### config.mk
export PLATFORM = sky130hd
export DESIGN_NAME = mrd_engine
export DESIGN_NICKNAME = d
export VERILOG_FILES = /design/src/rtl/mrd_pkg.sv /design/src/rtl/mrd_cfg.sv /design/src/rtl/mrd_array.sv /design/src/rtl/mrd_seq.sv /design/src/rtl/mrd_engine.sv
export SDC_FILE = /design/constraint.sdc
export NUM_CORES = 1
export LEC_CHECK = 0
export CAP_MARGIN = 10
export CORE_ASPECT_RATIO = 1.4
export CORE_MARGIN = 2
export CORE_UTILIZATION = 40
export DETAILED_ROUTE_END_ITERATION = 10
export PLACE_DENSITY = 0.75
export SLEW_MARGIN = 20
export SYNTH_ARGS = -nofsm -noshare
export SYNTH_HDL_FRONTEND = slang
export SYNTH_SLANG_ARGS = --single-unit
### constraint.sdc
create_clock -name clk -period 3.6 [get_ports clk]
set_clock_uncertainty 0.05 [all_clocks]
set_input_delay 1.08 -clock clk [delete_from_list [all_inputs] [get_ports clk]]
set_output_delay 1.08 -clock clk [all_outputs]
set_load 0.1 [all_outputs]
### src/rtl/mrd_pkg.sv
package mrd_pkg;
  typedef enum logic [1:0] {
    MD_RAND  = 2'b00,
    MD_PAGE  = 2'b01,
    MD_BURST = 2'b10
  } mrd_mode_e;

  typedef enum logic [1:0] {
    ST_IDLE = 2'b00,
    ST_WAIT = 2'b01,
    ST_DONE = 2'b10
  } mrd_state_e;
endpackage

### src/rtl/mrd_cfg.sv
module mrd_cfg
  import mrd_pkg::*;
#(
  parameter int LW      = 4,
  parameter int RST_LAT = 4
) (
  input  logic            clk,
  input  logic            rst_n,
  input  logic            idle_i,
  input  logic            wr_en,
  input  logic [1:0]      wr_mode,
  input  logic            wr_blen8,
  input  logic [LW-1:0]   wr_lat,
  output mrd_mode_e       mode_o,
  output logic            blen8_o,
  output logic [LW-1:0]   lat_o
);
  logic      accept;
  mrd_mode_e mode_d, mode_q;
  logic      blen8_d, blen8_q;
  logic [LW-1:0] lat_d, lat_q;

  always_comb begin
    accept  = wr_en && idle_i && (wr_mode != 2'b11) && (wr_lat != '0);
    mode_d  = mrd_mode_e'(wr_mode);
    blen8_d = wr_blen8;
    lat_d   = wr_lat;
  end

  always_ff @(posedge clk or negedge rst_n) begin
    if (!rst_n) begin
      mode_q  <= MD_RAND;
      blen8_q <= 1'b0;
      lat_q   <= LW'(RST_LAT);
    end else if (accept) begin
      mode_q  <= mode_d;
      blen8_q <= blen8_d;
      lat_q   <= lat_d;
    end
  end

  assign mode_o  = mode_q;
  assign blen8_o = blen8_q;
  assign lat_o   = lat_q;

  // configuration frozen whenever the engine is not idle with strobe low
  assert_cfg_locked_R8: assert property (@(posedge clk) disable iff (!rst_n)
    !idle_i |=> ($stable(mode_q) && $stable(blen8_q) && $stable(lat_q)));

  // illegal contents never reach the register
  assert_cfg_legal_R9: assert property (@(posedge clk) disable iff (!rst_n)
    (wr_en && (wr_mode == 2'b11 || wr_lat == '0)) |=>
      ($stable(mode_q) && $stable(lat_q)));
endmodule

### src/rtl/mrd_array.sv
module mrd_array #(
  parameter int          AW  = 8,
  parameter int          DW  = 16,
  parameter logic [15:0] KEY = 16'h5A3C
) (
  input  logic [AW-1:0] addr,
  output logic [DW-1:0] rdata
);
  always_comb rdata = DW'(addr) ^ DW'(KEY);
endmodule

### src/rtl/mrd_seq.sv
module mrd_seq
  import mrd_pkg::*;
#(
  parameter int AW       = 8,
  parameter int DW       = 16,
  parameter int LW       = 4,
  parameter int PGB      = 3,
  parameter int PAGE_LAT = 2
) (
  input  logic            clk,
  input  logic            rst_n,
  input  logic            rd_req,
  input  logic [AW-1:0]   rd_addr,
  input  mrd_mode_e       mode,
  input  logic            blen8,
  input  logic [LW-1:0]   lat,
  input  logic [DW-1:0]   rdata,
  output logic [AW-1:0]   fetch_addr,
  output logic [DW-1:0]   dout,
  output logic            dvalid,
  output logic            busy
);
  localparam int BOB = 3;
  localparam logic [LW-1:0] PL = LW'(PAGE_LAT);

  mrd_state_e state_q, state_d;
  logic [LW-1:0]  cnt_q, cnt_d;
  logic [AW-1:0]  addr_q, addr_d, addr_nb;
  logic [BOB-1:0] wcnt_q, wcnt_d, wmask, low_inc;
  logic           dv_q, dv_d, fire, last_word, page_hit;
  logic [DW-1:0]  dout_q;

  always_comb begin
    fire      = (state_q == ST_WAIT) && rd_req && (cnt_q == LW'(1));
    wmask     = blen8 ? 3'b111 : 3'b011;
    low_inc   = addr_q[BOB-1:0] + 3'd1;
    addr_nb   = {addr_q[AW-1:BOB], (addr_q[BOB-1:0] & ~wmask) | (low_inc & wmask)};
    last_word = (mode == MD_BURST) && (wcnt_q == wmask);
    page_hit  = rd_addr[AW-1:PGB] == addr_q[AW-1:PGB];
    state_d = state_q;
    cnt_d   = cnt_q;
    addr_d  = addr_q;
    wcnt_d  = wcnt_q;
    dv_d    = 1'b0;
    unique case (state_q)
      ST_IDLE: if (rd_req) begin
        state_d = ST_WAIT;
        cnt_d   = lat;
        addr_d  = rd_addr;
        wcnt_d  = '0;
      end
      ST_WAIT: begin
        if (!rd_req) begin
          state_d = ST_IDLE;
        end else if (fire) begin
          dv_d = 1'b1;
          unique case (mode)
            MD_BURST: begin
              if (last_word) state_d = ST_DONE;
              addr_d = addr_nb;
              cnt_d  = LW'(1);
              wcnt_d = wcnt_q + 3'd1;
            end
            MD_PAGE: begin
              addr_d = rd_addr;
              cnt_d  = page_hit ? PL : lat;
            end
            default: begin
              addr_d = rd_addr;
              cnt_d  = lat;
            end
          endcase
        end else begin
          cnt_d = cnt_q - LW'(1);
        end
      end
      ST_DONE: if (!rd_req) state_d = ST_IDLE;
      default: state_d = ST_IDLE;
    endcase
  end

  always_ff @(posedge clk or negedge rst_n) begin
    if (!rst_n) begin
      state_q <= ST_IDLE;
      cnt_q   <= '0;
      addr_q  <= '0;
      wcnt_q  <= '0;
      dv_q    <= 1'b0;
    end else begin
      state_q <= state_d;
      cnt_q   <= cnt_d;
      addr_q  <= addr_d;
      wcnt_q  <= wcnt_d;
      dv_q    <= dv_d;
    end
  end

  always_ff @(posedge clk or negedge rst_n) begin
    if (!rst_n)    dout_q <= '0;
    else if (dv_d) dout_q <= rdata;
  end

  assign fetch_addr = addr_q;
  assign dout       = dout_q;
  assign dvalid     = dv_q;
  assign busy       = (state_q != ST_IDLE);

  // dropped strobe during a transfer returns to idle silently
  assert_abort_idle_R7: assert property (@(posedge clk) disable iff (!rst_n)
    (state_q != ST_IDLE && !rd_req) |=> (state_q == ST_IDLE && !dv_q));

  // a word only ever follows a waiting cycle
  assert_valid_src_R2: assert property (@(posedge clk) disable iff (!rst_n)
    dv_q |-> ($past(state_q) == ST_WAIT));

  // the latency counter never idles at zero while waiting
  assert_cnt_live_R2: assert property (@(posedge clk) disable iff (!rst_n)
    (state_q == ST_WAIT) |-> (cnt_q != '0));

  // burst stays inside its aligned block
  assert_burst_wrap_R6: assert property (@(posedge clk) disable iff (!rst_n)
    (state_q == ST_WAIT && $past(state_q) == ST_WAIT && mode == MD_BURST) |->
      (addr_q[AW-1:BOB] == $past(addr_q[AW-1:BOB]) &&
       (blen8 || addr_q[2] == $past(addr_q[2]))));

  // nothing is delivered once a burst has completed
  assert_burst_done_R5: assert property (@(posedge clk) disable iff (!rst_n)
    ($past(state_q) == ST_DONE) |-> !dv_q);
endmodule

### src/rtl/mrd_engine.sv
module mrd_engine
  import mrd_pkg::*;
#(
  parameter int AW       = 8,
  parameter int DW       = 16,
  parameter int LW       = 4,
  parameter int PGB      = 3,
  parameter int PAGE_LAT = 2,
  parameter int RST_LAT  = 4
) (
  input  logic          clk,
  input  logic          rst_n,
  input  logic          cfg_we,
  input  logic [1:0]    cfg_mode,
  input  logic          cfg_blen8,
  input  logic [LW-1:0] cfg_lat,
  input  logic          rd_req,
  input  logic [AW-1:0] rd_addr,
  output logic [DW-1:0] rd_data,
  output logic          rd_valid,
  output logic          busy
);
  logic [1:0]    rst_sync;
  logic          rst_int_n;
  mrd_mode_e     mode;
  logic          blen8;
  logic [LW-1:0] lat;
  logic [AW-1:0] fetch_addr;
  logic [DW-1:0] rdata;
  logic          busy_w;

  always_ff @(posedge clk or negedge rst_n) begin
    if (!rst_n) rst_sync <= 2'b00;
    else        rst_sync <= {rst_sync[0], 1'b1};
  end
  assign rst_int_n = rst_sync[1];

  mrd_cfg #(.LW(LW), .RST_LAT(RST_LAT)) u_cfg (
    .clk(clk), .rst_n(rst_int_n), .idle_i(!busy_w && !rd_req),
    .wr_en(cfg_we), .wr_mode(cfg_mode), .wr_blen8(cfg_blen8), .wr_lat(cfg_lat),
    .mode_o(mode), .blen8_o(blen8), .lat_o(lat)
  );

  mrd_array #(.AW(AW), .DW(DW)) u_array (
    .addr(fetch_addr), .rdata(rdata)
  );

  mrd_seq #(.AW(AW), .DW(DW), .LW(LW), .PGB(PGB), .PAGE_LAT(PAGE_LAT)) u_seq (
    .clk(clk), .rst_n(rst_int_n), .rd_req(rd_req), .rd_addr(rd_addr),
    .mode(mode), .blen8(blen8), .lat(lat), .rdata(rdata),
    .fetch_addr(fetch_addr), .dout(rd_data), .dvalid(rd_valid), .busy(busy_w)
  );

  assign busy = busy_w;
endmodule

### Yosys cells after proc, flatten, opt, wreduce, memory -nomap -nowiden

Cells that the tools add are included.

| storage, ports and cells | value |
|---|---|
| output and inout port bits | 18 |
| logic and storage cells | 81 |
| register bits | 39 |
| bits of input ports | 19 |

| cells by class | value |
|---|---|
| bitwise logic cells | 5 |
| muxes and demuxes | 27 |
| equality and inequality tests | 17 |
| reductions and logical operators | 18 |
| add/subtract/negate cells | 3 |

Operators with widths:

| operator | number |
|---|---|
| 2-to-1 mux 8 bit | 4 |
| 2-to-1 mux 4 bit | 4 |
| one-hot mux 4 bit (2 select lines) | 2 |
| one-hot mux 8 bit (2 select lines) | 1 |
| 2-to-1 mux 3 bit | 5 |
| AND reduction 5 bit | 3 |
| 2-to-1 mux 2 bit | 6 |
| != test 2 bit (second input constant) | 6 |
| inverter 4 -> 8 bit | 1 |
| logical AND 1 bit | 7 |
| adder 3 x 1 -> 3 bit (second input constant) | 2 |
| AND 3 bit | 2 |
| != test 3 x 2 -> 1 bit (second input constant) | 2 |
| one-hot mux 2 bit (3 select lines) | 1 |
| one-hot mux 3 bit (2 select lines) | 1 |
| equality test 5 bit | 1 |
| equality test 2 x 1 -> 1 bit (second input constant) | 2 |
| equality test 2 bit (second input constant) | 2 |
| equality test 4 x 1 -> 1 bit (second input constant) | 1 |
| AND reduction 4 bit | 1 |
| nonzero test 2 bit | 2 |
| nonzero test 4 bit | 1 |
| subtractor 4 x 1 -> 4 bit (second input constant) | 1 |
| equality test 3 bit | 1 |
| other kinds (8) | 11 |

### Depth between registers and ports, before layout

| logic depth | value |
|---|---|
| word-level depth | 8 |
| gate-level depth with buffers | 7 |
| mapped depth without buffers | 6 |

### Modules after synthesis

Synthesis repeated with hierarchy kept, for this count alone.

| unflattened totals | value |
|---|---|
| cells, all modules | 184 |
| area total of the unflattened synthesis | 2160.8 um2 |

Modules (own cells, without submodules):

| module | sequential area each (um2) | cells each | times used | area each (um2) |
|---|---|---|---|---|
| mrd_seq | 850.8 | 142 | 1 | 1686.6 |
| mrd_cfg | 176.4 | 20 | 1 | 304.0 |
| mrd_array | 0.0 | 18 | 1 | 112.6 |
| mrd_engine | 50.0 | 4 | 1 | 57.6 |

### Worst setup path after synthesis

No wires, ideal clock.

| timing path | value |
|---|---|
| path type | register -> output |
| start point | reg u_seq.state_q[0] |
| end point | out busy |
| cell stages (with the launch flop) | 4 |
| path slack | 1009 ps |
| arrival time | 1461 ps |
| buffers on the path | 1 |
| required time | 2470 ps |
| path through | dfrtp_1 -> clkbuf_1 -> nor2_1 -> inv_1 |

| between the ends | value |
|---|---|
| cells in the longest elaborated chain, start to end | 1 |

Ends and longest elaborated chain:

| what | RTL line | text |
|---|---|---|
| start: declaration | mrd_seq.sv:26 | `mrd_state_e state_q, state_d;` |
| start signal: assignment | mrd_seq.sv:90 | `state_q <= state_d;` |
| nonzero test 2 bit | mrd_seq.sv:106 | `assign busy = (state_q != ST_IDLE);` |
| end: declaration | mrd_engine.sv:21 | `output logic busy` |

No other way between the ends.

==> flow_summary_export.csv <==
group,metric,value,unit
sta,finalSetupViolCount,0,
worst_setup_path,critPathLaunchType,"input pin",
sta,hold_viol_final,0,
worst_setup_path,worst_ep_arrival_time,2.95,ns
die,ios,37,
die,rows,29,
worst_setup_path,slowest_delay,0.62,ns
drt,wl_per_cell,12.9,µm
synthesis,synth_seq_area_share,49.1,%
synthesis,async_flop_share,100,%
finish,drive_gt1_share,21.6,%
worst_setup_path,worst-setup-path-type,"in2reg",
global_routing,grt_max_degree,35,
finish,fin_cells,261,
synthesis,synth_edf_count,0,
pwr,ir_worst_vdd,529,µV
finish,fin_nets,223,
die,coreArea,0.00446,mm²
sta,setup_tns,0,ns
pwr,p_clk_share,17.7,%
finish,fillCellCount,402,
synthesis,yosys.cell_types.count,43,
worst_setup_path,worstPathMaxFanout,12,
worst_hold_path,hold_class,"reg2async",
drt,dr_total_vias,1290,
worst_setup_path,cp_num_buf_inv,1,
sta,rsz0062_at_grt,"false",
drt,routed_wl,3.37,mm
sta,slew_viol_final,0,
sta,fin_crit,2.77,ns
cts,holdBufCountCts,0,
sta,period_share,77.1,%
finish,regArea,902,µm²
cts,tritoncts,"built",
run,drv_cap,0,
worst_setup_path,end_kind,"flop",
cts,clk_transition_reported_paths,0.07,ns
outcome,status,"finished clean",
worst_setup_path,ff2ff_setup_slack,1.44,ns
cts,clock_path_buffers,2,
drt,drc,0,
synthesis,ys_warn_count,0,
drt,drt_iter0_drc,14,
placed_design,port_buffers,32,
pwr,p_int,1010,µW
die,dieArea,0.00515,mm²
cts,insertion_delay,0.29,ns
finish,syn_to_final_growth,22.8,%
pwr,p_switching,939,µW
pwr,power_leakage,0.000994,µW
cts,ctsResizeCount,0,
cts,cts_buffers,5,
die,start_util,41.1,%
global_routing,grt_pass1_vias,1287,
finish,design_area,0.00225,mm²
placed_design,placed_cells,253,
pwr,pwr-share-comb,49.8,%
cts,postCtsSetupBuffers,0,
global_routing,grtUsageTotal,15.2,%
worst_setup_path,r2r_start,"u_seq.cnt_q[1]",
drt,avgViaCountPerCell,4.94,
placed_design,detailedPlace.worstSlack,0.528,ns
global_routing,grt_pass1_wl,5.93,mm
synthesis,ys_seq_elements,36,
worst_setup_path,r2r_cells,6,
global_routing,gr-total-overflow,0,
cts,cts-root-buf,"clkbuf_8",
worst_setup_path,worstPathRequired,3.77,ns
synthesis,avgSynthCellArea,11.1,µm²
placed_design,dpl.hpwl,2.58,mm
cts,cts.htree.levels,2,
placed_design,post_dp_cell_area,0.00215,mm²
global_routing,antenna_found_initial,0,
synthesis,syn_area,0.00184,mm²
drt,first_pass_iters,4,
sta,worstMarginPinSlew,0.617,ns
worst_setup_path,crit_family,"simple AND/OR/NAND/NOR gates",
finish,multi_input_area,836,µm²
worst_setup_path,worstPathCellList,"clkdlybuf4s50_1 > nand2b_1 > a21o_1 > or4_1 > nand3_1",
placed_design,gp_routability_congestion,0.815,
drt,drtAntennaViolNets,0,
die,fp.dieH,84.2,µm
pwr,seqPwrFrac,32.6,%
sta,worst_slack,0.826,ns
pwr,switching_share,48.2,%
synthesis,synthCells,166,
finish,n_antenna_cell,0,
synthesis,yosys_most_used_dff,"dfrtp_1",
finish,finish.utilization,50.5,%
worst_setup_path,crit_path_top_delay_cell,"clkdlybuf4s50_1",
sta,clock.fmax,0.360,GHz
die,die_w,61.3,µm
sta,relSlewSlack,58.5,%
pwr,power_density,866,mW/mm²
cts,cts.sinks,36,
placed cells by master (no fill, tap or decap), types with 5 or more instances in the layout:
cell type	count
nand2_1	15
clkdlybuf4s50_1	18
mux2_2	16
ha_1	6
conb_1	5
inv_1	8
o21ai_0	11
dfrtp_1	35
xnor2_1	5
buf_4	16
clkbuf_8	5
power by group through the flow:
stage / Clock [µW] / Combinational, µW / Sequential (µW)
4_1_cts: 353 / 979 / 636
5_1_grt: 370 / 1030 / 659
3_5_place_dp: 0 / 978 / 644
2_1_floorplan: 0 / 449 / 992
6_report: 344 / 971 / 635
3_3_place_gp: 0 / 966 / 639
worst max path at each step:
stage	start	end	depth (start not counted)
finish	rd_req	flop	5
global route	rd_req	flop	5
CTS	rd_req	flop	5
detailed placement	rd_req	flop	5
global placement	rd_req	u_seq.fetch_addr[7]	4
floorplan	u_seq.state_q[0]	busy	3
sequential cells by signal, summed over array words and instances, names as in the netlist, named ones only:
signal,cells
rst_sync,2
u_cfg.blen8_o,1
u_cfg.lat_o,4
u_cfg.mode_o,2
u_seq.cnt_q,4
u_seq.dout,9
u_seq.dvalid,1
u_seq.fetch_addr,7
u_seq.state_q,2
u_seq.wcnt_q,3
logic make-up after synthesis:
kind of cell / share of synthesized area (%)
simple gates: 13.9
mux: 11.5
fa+ha+maj: 4.09
flops: 49.1
xor+xnor: 3.34
other cells: 0.409
compound gates: 11.7
buf+inv: 5.93
metrics by stage:
step,total power [µW],hold slack [ns]
finish,1950,0.209
global placement,1610,0.232
CTS,1970,0.242
floorplan,1440,0.281
detailed placement,1620,0.245
global route,2060,0.283
final cells by class:
| cell class | instances | area share [%] |
|---|---|---|
| Multi-Input combinational cell | 113 | 37.1 |
| Sequential cell | 36 | 40.0 |
| Clock inverter | 2 | 1.55 |
| Tap cell | 62 | 3.44 |
| Inverter | 8 | 1.33 |
| Clock buffer | 6 | 3.22 |
| Timing Repair Buffer | 34 | 13.3 |
metal layers:
metal | GRT usage [%] | part of all wire [%] | up-vias
met2 | 23.6 | 52 | 24
met5 | 0 | 0 | -
met1 | 19.6 | 43 | 615
met3 | 3.24 | 3.0 | 8
met4 | 7.31 | 2.4 | 0
li1 | - | - | 643
Yosys cell counts (all sizes together), types with 2 or more instances:
| library cell | count | area [µm²] |
|---|---|---|
| mux2 | 16 | 180 |
| o21ai | 11 | 55.1 |
| nand3 | 4 | 20.0 |
| a21oi | 4 | 20.0 |
| nor2b | 4 | 25.0 |
| nor3b | 3 | 22.5 |
| nor3 | 2 | 10.0 |
| nand2 | 15 | 56.3 |
| inv | 8 | 30.0 |
| conb | 2 | 7.51 |
| clkbuf | 4 | 15.0 |
| nor4 | 2 | 12.5 |
| nor2 | 3 | 11.3 |
| mux2i | 3 | 30.0 |
| ha | 6 | 75.1 |
| xor2 | 2 | 17.5 |
| a31oi | 2 | 12.5 |
| or4 | 2 | 15.0 |
| buf | 8 | 63.8 |
| xnor2 | 5 | 43.8 |
| dfrtp | 35 | 876 |
| nand2b | 4 | 25.0 |
| o31ai | 2 | 15.0 |
worst reg2reg max path: cells and delay by family, from the launching register on:
kind            cells  cell delay, ns
simple gates        3            1.11
flops               1            0.40
compound gates      1            0.29
fa+ha+maj           1            0.15
buf+inv             1            0.09
Note: power is estimated with default switching activity, not from simulation.
